==> src/rtl/tmr_pkg.sv <==
package tmr_pkg;

  // register indices inside one timer block
  localparam int IDX_VALUE = 0;
  localparam int IDX_LOAD  = 1;
  localparam int IDX_BGLD  = 2;
  localparam int IDX_CTRL  = 3;
  localparam int IDX_RAW   = 4;
  localparam int IDX_MASK  = 5;

  localparam int CTRL_W = 3;

  // bit 2 irq enable, bit 1 one-shot, bit 0 run
  typedef struct packed {
    logic irq_en;
    logic one_shot;
    logic run;
  } tmr_ctrl_t;

endpackage

==> src/rtl/tmr_addr_decode.sv <==
module tmr_addr_decode #(
  parameter int NUM_TIMERS  = 2,
  parameter int BLOCK_WORDS = 8,
  parameter int ADDR_W      = 5,
  localparam int IDX_W      = $clog2(BLOCK_WORDS),
  localparam int CH_W       = ADDR_W - IDX_W
) (
  input  logic              clk,
  input  logic              rst_n,
  input  logic              wr_en,
  input  logic [ADDR_W-1:0] addr,
  output logic [IDX_W-1:0]  idx,
  output logic [NUM_TIMERS-1:0] sel,
  output logic [NUM_TIMERS-1:0] wr_sel
);

  logic [CH_W-1:0] chan;

  assign chan = addr[ADDR_W-1:IDX_W];
  assign idx  = addr[IDX_W-1:0];

  for (genvar g = 0; g < NUM_TIMERS; g++) begin : g_sel
    assign sel[g]    = (chan == CH_W'(g));
    assign wr_sel[g] = wr_en && sel[g];
  end


  one_target_chk: assert property (@(posedge clk) disable iff (!rst_n)
    $onehot0(wr_sel));

endmodule

==> src/rtl/tmr_channel.sv <==
module tmr_channel #(
  parameter int DATA_W = 32,
  parameter int IDX_W  = 3
) (
  input  logic              clk,
  input  logic              rst_n,
  input  logic              wr_stb,
  input  logic [IDX_W-1:0]  idx,
  input  logic [DATA_W-1:0] wdata,
  output logic [DATA_W-1:0] rdata,
  output logic              irq
);
  import tmr_pkg::*;

  function automatic logic [DATA_W-1:0] step_down(input logic [DATA_W-1:0] v);
    return v - DATA_W'(1);
  endfunction

  function automatic logic is_last(input logic [DATA_W-1:0] v);
    return (v == '0) || (v == DATA_W'(1));
  endfunction

  tmr_ctrl_t         ctrl_q;
  logic [DATA_W-1:0] count_q, load_q, bgld_q;
  logic              raw_q;

  // named internal events
  logic ctrl_wr, load_wr, bgld_wr, raw_wr;
  logic advance, expire, restart;
  logic [DATA_W-1:0] reload_val;
  logic masked;

  assign ctrl_wr = wr_stb && (idx == IDX_W'(IDX_CTRL));
  assign load_wr = wr_stb && (idx == IDX_W'(IDX_LOAD));
  assign bgld_wr = wr_stb && (idx == IDX_W'(IDX_BGLD));
  assign raw_wr  = wr_stb && (idx == IDX_W'(IDX_RAW));

  assign advance    = ctrl_q.run && !ctrl_wr && !load_wr;
  assign expire     = advance && is_last(count_q);
  assign restart    = (ctrl_wr && wdata[0]) || (load_wr && ctrl_q.run);
  assign reload_val = bgld_wr ? wdata : load_q;
  assign masked     = raw_q && ctrl_q.irq_en;
  assign irq        = masked;

  // counter
  always_ff @(posedge clk or negedge rst_n) begin
    if (!rst_n) begin
      count_q <= '0;
    end else if (ctrl_wr && wdata[0]) begin
      count_q <= load_q;
    end else if (load_wr && ctrl_q.run) begin
      count_q <= wdata;
    end else if (expire) begin
      count_q <= ctrl_q.one_shot ? '0 : reload_val;
    end else if (advance) begin
      count_q <= step_down(count_q);
    end
  end

  // control
  always_ff @(posedge clk or negedge rst_n) begin
    if (!rst_n) begin
      ctrl_q <= '0;
    end else if (ctrl_wr) begin
      ctrl_q <= tmr_ctrl_t'(wdata[CTRL_W-1:0]);
    end else if (expire && ctrl_q.one_shot) begin
      ctrl_q.run <= 1'b0;
    end
  end

  // load words
  always_ff @(posedge clk or negedge rst_n) begin
    if (!rst_n) begin
      load_q <= '0;
      bgld_q <= '0;
    end else begin
      if (load_wr || bgld_wr) load_q <= wdata;
      if (bgld_wr)            bgld_q <= wdata;
    end
  end

  // raw status
  always_ff @(posedge clk or negedge rst_n) begin
    if (!rst_n) begin
      raw_q <= 1'b0;
    end else if (expire) begin
      raw_q <= 1'b1;
    end else if (raw_wr && wdata[0]) begin
      raw_q <= 1'b0;
    end
  end

  // read mux
  always_comb begin
    rdata = '0;
    case (int'(idx))
      IDX_VALUE: rdata = count_q;
      IDX_LOAD:  rdata = load_q;
      IDX_BGLD:  rdata = bgld_q;
      IDX_CTRL:  rdata = DATA_W'(ctrl_q);
      IDX_RAW:   rdata = DATA_W'(raw_q);
      IDX_MASK:  rdata = DATA_W'(masked);
      default:   rdata = '0;
    endcase
  end


  count_dec_chk: assert property (@(posedge clk) disable iff (!rst_n)
    (advance && !expire) |=> (count_q == $past(count_q) - DATA_W'(1)));


  raw_set_chk: assert property (@(posedge clk) disable iff (!rst_n)
    expire |=> raw_q);


  oneshot_stop_chk: assert property (@(posedge clk) disable iff (!rst_n)
    (expire && ctrl_q.one_shot) |=> (!ctrl_q.run && count_q == '0));


  restart_chk: assert property (@(posedge clk) disable iff (!rst_n)
    (load_wr && ctrl_q.run && !ctrl_wr) |=> (count_q == $past(wdata)));


  bg_keep_chk: assert property (@(posedge clk) disable iff (!rst_n)
    (bgld_wr && advance && !expire) |=> (count_q == $past(count_q) - DATA_W'(1)));


  irq_gate_chk: assert property (@(posedge clk) disable iff (!rst_n)
    !ctrl_q.irq_en |-> !irq);


  start_chk: assert property (@(posedge clk) disable iff (!rst_n)
    restart |=> ctrl_q.run);

endmodule

==> src/rtl/twin_countdown_timer.sv <==
module twin_countdown_timer #(
  parameter int NUM_TIMERS  = 2,
  parameter int DATA_W      = 32,
  parameter int BLOCK_WORDS = 8,
  parameter int ADDR_W      = 5,
  localparam int IDX_W      = $clog2(BLOCK_WORDS)
) (
  input  logic                  clk,
  input  logic                  rst_n,
  input  logic                  wr_en,
  input  logic [ADDR_W-1:0]     addr,
  input  logic [DATA_W-1:0]     wdata,
  output logic [DATA_W-1:0]     rdata,
  output logic [NUM_TIMERS-1:0] irq
);

  logic [IDX_W-1:0]      idx;
  logic [NUM_TIMERS-1:0] sel, wr_sel;
  logic [DATA_W-1:0]     ch_rdata [NUM_TIMERS];

  tmr_addr_decode #(
    .NUM_TIMERS (NUM_TIMERS),
    .BLOCK_WORDS(BLOCK_WORDS),
    .ADDR_W     (ADDR_W)
  ) u_dec (
    .clk   (clk),
    .rst_n (rst_n),
    .wr_en (wr_en),
    .addr  (addr),
    .idx   (idx),
    .sel   (sel),
    .wr_sel(wr_sel)
  );

  for (genvar g = 0; g < NUM_TIMERS; g++) begin : g_tmr
    tmr_channel #(
      .DATA_W(DATA_W),
      .IDX_W (IDX_W)
    ) u_ch (
      .clk   (clk),
      .rst_n (rst_n),
      .wr_stb(wr_sel[g]),
      .idx   (idx),
      .wdata (wdata),
      .rdata (ch_rdata[g]),
      .irq   (irq[g])
    );
  end

  always_comb begin
    rdata = '0;
    for (int i = 0; i < NUM_TIMERS; i++) begin
      if (sel[i]) rdata = rdata | ch_rdata[i];
    end
  end


  oob_zero_chk: assert property (@(posedge clk) disable iff (!rst_n)
    (sel == '0) |-> (rdata == '0));

endmodule

==> config.mk <==
export PLATFORM = sky130hd
export DESIGN_NAME = twin_countdown_timer
export DESIGN_NICKNAME = d
export VERILOG_FILES = /design/src/rtl/tmr_pkg.sv /design/src/rtl/tmr_addr_decode.sv /design/src/rtl/tmr_channel.sv /design/src/rtl/twin_countdown_timer.sv
export SDC_FILE = /design/constraint.sdc
export NUM_CORES = 1
export LEC_CHECK = 0
export ABC_AREA = 0
export CELL_PAD_IN_SITES_DETAIL_PLACEMENT = 0
export CELL_PAD_IN_SITES_GLOBAL_PLACEMENT = 2
export CORE_UTILIZATION = 38
export CTS_CLUSTER_DIAMETER = 120
export DETAILED_ROUTE_END_ITERATION = 8
export MAX_ROUTING_LAYER = met4
export PLACE_DENSITY_LB_ADDON = 0.08
export SETUP_SLACK_MARGIN = 0.5
export SYNTH_ARGS = -nofsm -noshare
export SYNTH_HDL_FRONTEND = slang
export SYNTH_HIERARCHICAL = 1
export SYNTH_SLANG_ARGS = --single-unit
==> constraint.sdc <==
create_clock -name clk -period 3.4 [get_ports clk]
set_clock_uncertainty 0.2 [all_clocks]
set_input_delay 0.68 -clock clk [delete_from_list [all_inputs] [get_ports clk]]
set_output_delay 0.68 -clock clk [all_outputs]
set_load 0.01 [all_outputs]
# After elaboration in Yosys (flattened, before gate mapping)
# Cells that the tools add are included.
# W data, S select, Z words.
[word_totals]
wordCells = 93
input_bits = 40
register_bits = 200
[op_classes]
bitwise = 1
n_mux = 24
n_eq_ne = 8
n_addsub = 2
n_reduce_logical = 44
[ops]
columns = ["operator", "n"]
rows = [
  ["$mux W32", 14],
  ["$pmux W32 S6", 2],
  ["$eq A32 B1 Y1 const B", 2],
  ["$logic_not A32 Y1", 2],
  ["$sub A32 B1 Y32 const B", 2],
  ["$or A32 B32 Y32", 1],
  ["$logic_and A1 B1 Y1", 26],
  ["$mux W1", 8],
  ["$reduce_bool A2 Y1", 4],
  ["$reduce_bool A4 Y1", 2],
  ["$eq A3 B2 Y1 const B", 2],
  ["$eq A3 B3 Y1 const B", 2],
  ["$logic_not A1 Y1", 4],
  ["$logic_or A1 B1 Y1", 4],
  ["$eq A3 B1 Y1 const B", 1],
  ["$logic_not A3 Y1", 1],
  ["$eq A2 B1 Y1 const B", 1],
  ["$logic_not A2 Y1", 1],
]

# Depth between registers and ports, before layout
[depth]
depth_word = 10
ltp_mapped = 11
ltp_nobuf = 9

# Hierarchy
# The synthesis kept the hierarchy.
[modules_own_cells]
columns = ["mod", "seq_area_each_um2", "n_inst", "area_each_um2", "cells_each"]
rows = [
  ["tmr_channel (g_tmr[1].u_ch)", 2502.4, 1, 6432.4, 767],
  ["tmr_channel (g_tmr[0].u_ch)", 2502.4, 1, 6373.6, 759],
  ["twin_countdown_timer", 0.0, 1, 350.3, 38],
  ["tmr_addr_decode", 0.0, 1, 52.6, 7],
]

# Worst setup path after synthesis
# No wires, ideal clock.
[synth_timing]
path_type = "input to output"
startpoint = "input port addr[0]"
endpoint = "output port rdata[11]"
path_stages = 8
path_slack_ns = 0.220
n_path_buf = 3
arrival_ns = 2.300
cell_sequence = "buf_4 > clkbuf_1 > clkbuf_1 > mux2i_1 > nor2_1 > a31oi_1 > nor2_1 > a22o_1"
[synth_lines]
columns = ["item", "line_no", "source"]
rows = [
  ["start: declaration", "twin_countdown_timer.sv:11", "input logic [ADDR_W-1:0] addr,"],
  ["end: declaration", "twin_countdown_timer.sv:13", "output logic [DATA_W-1:0] rdata,"],
]

==> metrics.md <==
| Metric | Value |
|---|---|
| Vias | `approximately 13k` |
| Area of the mapped netlist | `about 13000 um2` |
| Die area | `about 36000 um2` |
| Yosys top cell by area | `dfrtp_1` |
| Post-Layout Cell Count | `between 2k and 2.5k` |
| Placed insts | `2094` |
| Initial antenna violation count | `0` |
| Pre-antenna DRT Iters | `5` |
| Family with the most delay on the worst path | `buffers and inverters` |
| Gate Count Post-Synth | `approximately 1.6k` |
| Compound-Gate Fraction of Synth Area | `0.1917` |
| Avg Inst Size Synth | `~8.4 um2` |
| Setup violators final | `0` |
| Crit path cell chain | `buf_16, buf_8, buf_16, mux4_2, inv_2, o22ai_1, a22o_2, buf_6` |
| Clock Path Buffers | `2` |
| Post-synth EDFFs | `0` |
| Worst-Skew Late Latency | `between 400 and 500 ps` |
| Synth cell types | `between 80 and 90` |
| Largest family of logic cells by synthesized area | `simple AND/OR/NAND/NOR gates` |
| Vias per cell | `around 6` |
| Vias in the first global route | `12.99k` |
| MaxCap Viol Count | `0` |
| First-pass GRT wire length | `~83000 um` |
| CTS H-tree depth | `4` |
| Ports | `between 70 and 80` |
| Synth top area cells | `dfrtp_1 38%, nand2_1 8.6%, mux2_2 5.9%, nor2_1 5.1%, mux2i_1 4.8%` |
| Port Buffers | `73` |
| Max-slew violation total from the final report | `0` |
| Largest net degree at the start of global routing | `70` |
| CP arrival | `2100 ps` |
| Fmax | `roughly 340 MHz` |
| Worst hold path depth | `2` |
| TNS Setup | `0 ps` |
| XOR/XNOR Fraction of Synth Area | `0.02188` |
| Die Wd | `between 150 and 200 um` |
| Layout fillers | `3301` |
| Switching Power | `approximately 3.7 mW` |
| CTS root buf | `clkbuf_16` |
| Multiplexer area fraction after synthesis | `0.1176` |
| RR Startpoint | `g_tmr[0].u_ch/count_q[1]` |
| TritonCTS clock tree | `done` |
| Reg2Reg Depth | `11` |
| Worst Setup Start Kind | `input port` |
| Hold path startpoint | `g_tmr[1].u_ch/bgld_q[10]` |
| CP max stage cell | `mux4_2` |
| Antenna-violating nets left | `0` |
| WL per Instance | `between 20 and 30 um` |
| Placed cell area | `around 15000 um2` |
| Comb power frac | `0.345` |
| Count of buffer and inverter cells on the critical path | `5` |
| RSZ-0062 raised after global routing | `yes` |
| Seq/Total Area, Yosys | `0.3789` |
| Final GP Congestion | `0.9012` |
| DRC violations left | `0` |
| Slew HR | `0.5569` |
| Peak supply drop | `0.0004116 V` |
| Worst Path Required | `approximately 2500 ps` |
| Internal reg-to-reg setup slack | `around 500 ps` |
| CP dominant cell by count | `buf_16` |
| Clock power share | `0.228` |
| Top_reg_cell synth | `dfrtp_1` |
| Syn Nets | `1617` |
| Post-Synth Simple-Gate Area | `0.2371` |
| Most common cell in the netlist | `nand2_1` |
| P_int | `5.697 mW` |
| Worst hold path type | `register to register` |
| Clk slew on worst S/H paths | `about 70 ps` |
| Crit path largest cell delay | `approximately 500 ps` |
| Area grow syn2layout | `27.69%` |
| Outcome | `completed` |
| RR Endpoint | `g_tmr[0].u_ch/count_q[10]` |
| DIE HEIGHT | `roughly 190 um` |
| Critical path class | `input port to primary output` |
| Fin. Hold Viols | `0` |
| Synth top cells by count | `304 x nand2_1, 200 x dfrtp_1, 181 x nor2_1` |
| Share of post-route cells with drive strength above 1 | `0.2522` |
| Core area | `between 30000 and 40000 um2` |
| Fraction of registers with async set/reset | `1.000` |
| Fin area | `16870 um2` |
| Final hold slack | `about 280 ps` |
| Final wirelength | `roughly 54000 um` |
| Setup crit end kind | `primary output` |
| Leakage | `7.273 nW` |
| Initial DRC count | `1175` |
| Synth warn | `6` |
| Worst-path maximum fanout | `8` |
| Power per cell area | `around 560 nW/um2` |
| Clock Sinks | `200` |
| Post-synth top area share | `0.3789` |
| Grt total ovfl | `0` |
| Hold endpoint | `g_tmr[1].u_ch/bgld_q[10]` |
| Minimum clock period | `~3000 ps` |
| Final period util | `0.8751` |
| Nets | `1755` |
| Total CTS buffers | `17` |
| Post-DP HPWL | `roughly 38000 um` |
| Register bit count reported by yosys | `200` |
| Net Sw Frac | `0.3926` |
| Sequential share of power | `0.427` |
| Gr usage total | `0.3180` |
| Worst slew pin tran | `664.6 ps` |
| Adder-cell area share of the yosys netlist | `0.005683` |
| FP Rows | `67` |
| Initial Util | `0.3900` |
[cells in the final DEF, fill, tap and decap left out, types with 13 or more instances in the layout]
master	instances
a22o_1	36
a211oi_2	20
o31ai_1	13
a31oi_1	37
buf_4	123
mux2i_1	43
o22ai_1	38
xnor2_1	14
clkbuf_16	20
nor3_1	43
nand3_1	18
o21ai_1	15
a221oi_1	13
a211oi_1	26
mux2_2	69
nand2_1	303
a21oi_1	83
clkdlybuf4s50_1	35
nor4_1	24
buf_12	33
dfrtp_1	193
xor2_1	19
nor2_1	174
o21ai_0	36
buf_2	26
mux2i_4	14
[registers in the layout (all words and copies together) (netlist names)]
| register | flops |
|---|---|
| g_tmr.u_ch/bgld_q | 64 |
| g_tmr.u_ch/load_q | 64 |
| g_tmr.u_ch/raw_q | 2 |
| g_tmr.u_ch/count_q | 64 |
| g_tmr.u_ch/ctrl_q | 6 |
[worst reg2reg max path, stage by stage (launching register included)]
cell      delay [ps]
dfrtp_1          390
buf_6            130
inv_4             70
buf_4            100
ha_1             170
nor3b_1          280
buf_4            220
nand2_1          280
or3_1            450
xnor2_1          150
a211oi_2         230
o21ai_1           90
[layer usage]
| metal | track usage | wire, um | vias up |
|---|---|---|---|
| met1 | 0.4356 | 24440 | 6649 |
| met2 | 0.4887 | 25270 | 507 |
| li1 | - | - | 5957 |
| met5 | - | 0 | - |
| met3 | 0.04898 | 3526 | 82 |
| met4 | 0.08406 | 1204 | 0 |
[logic make-up (layout without fill, tap and decap cells)]
| group | Yosys count | after routing |
|---|---|---|
| xor gates and xnor gates | 33 | 33 |
| and+or+nand+nor | 675 | 675 |
| adders and majority gates | 6 | 6 |
| DFF | 200 | 200 |
| muxes | 139 | 139 |
| AOI/OAI and AO/OA | 378 | 378 |
| other | 0 | 1 |
| buffers and inverters | 140 | 290 |
[area by class of cell]
| cell class | count | area [um2] | area share |
|---|---|---|---|
| Tap cell | 448 | 560.5 | 0.03323 |
| Multi-Input combinational cell | 1231 | 8089 | 0.4796 |
| Antenna cell | 1 | 2.502 | 0.0001484 |
| Clock buffer | 20 | 456.7 | 0.02708 |
| Sequential cell | 200 | 5014 | 0.2973 |
| Clock inverter | 11 | 123.9 | 0.007344 |
| Timing Repair Buffer | 250 | 2582 | 0.1531 |
| Inverter | 9 | 37.54 | 0.002226 |
[worst max path at each step]
stage | startpoint | end | slack [ps] | cells past startpoint
CTS | addr[0] | rdata[0] | 410 | 8
floorplan | addr[0] | rdata[10] | 510 | 8
finish | addr[0] | rdata[0] | 420 | 8
global route | addr[0] | rdata[27] | 380 | 10
detailed placement | addr[0] | rdata[11] | -20 | 9
global placement | addr[0] | rdata[11] | 20 | 9
[metrics by stage]
| stage | power (mW) | worst slack [ps] | util |
|---|---|---|---|
| 2_1_floorplan | 5.604 | 512.4 | - |
| 3_3_place_gp | 6.796 | 20.10 | 0.4504 |
| 3_5_place_dp | 6.818 | -16.02 | 0.4504 |
| 4_1_cts | 9.187 | 406.3 | 0.4846 |
| 5_1_grt | 9.877 | 377.9 | 0.4979 |
| 6_report | 9.379 | 424.6 | 0.4980 |
[power by group through the flow]
stage / sequential [mW] / combinational (mW) / clock, mW
detailed placement: 3.94 / 2.87 / 0
floorplan: 3.53 / 2.07 / 0
global route: 4.10 / 3.53 / 2.25
global placement: 3.97 / 2.82 / 0
CTS: 3.95 / 3.04 / 2.19
finish: 4.01 / 3.24 / 2.13
[timing repair]
action                                  in CTS  in global routing
endpoints found under the hold margin       11                  0
resized for setup                          181                 76
setup buffers                               24                 11
hold buffers                                 1                  0
cloned                                       5                  3
endpoints found under the setup margin      36                 69
pin swaps                                   20                 49
Note: power is estimated with default switching activity, not from simulation.
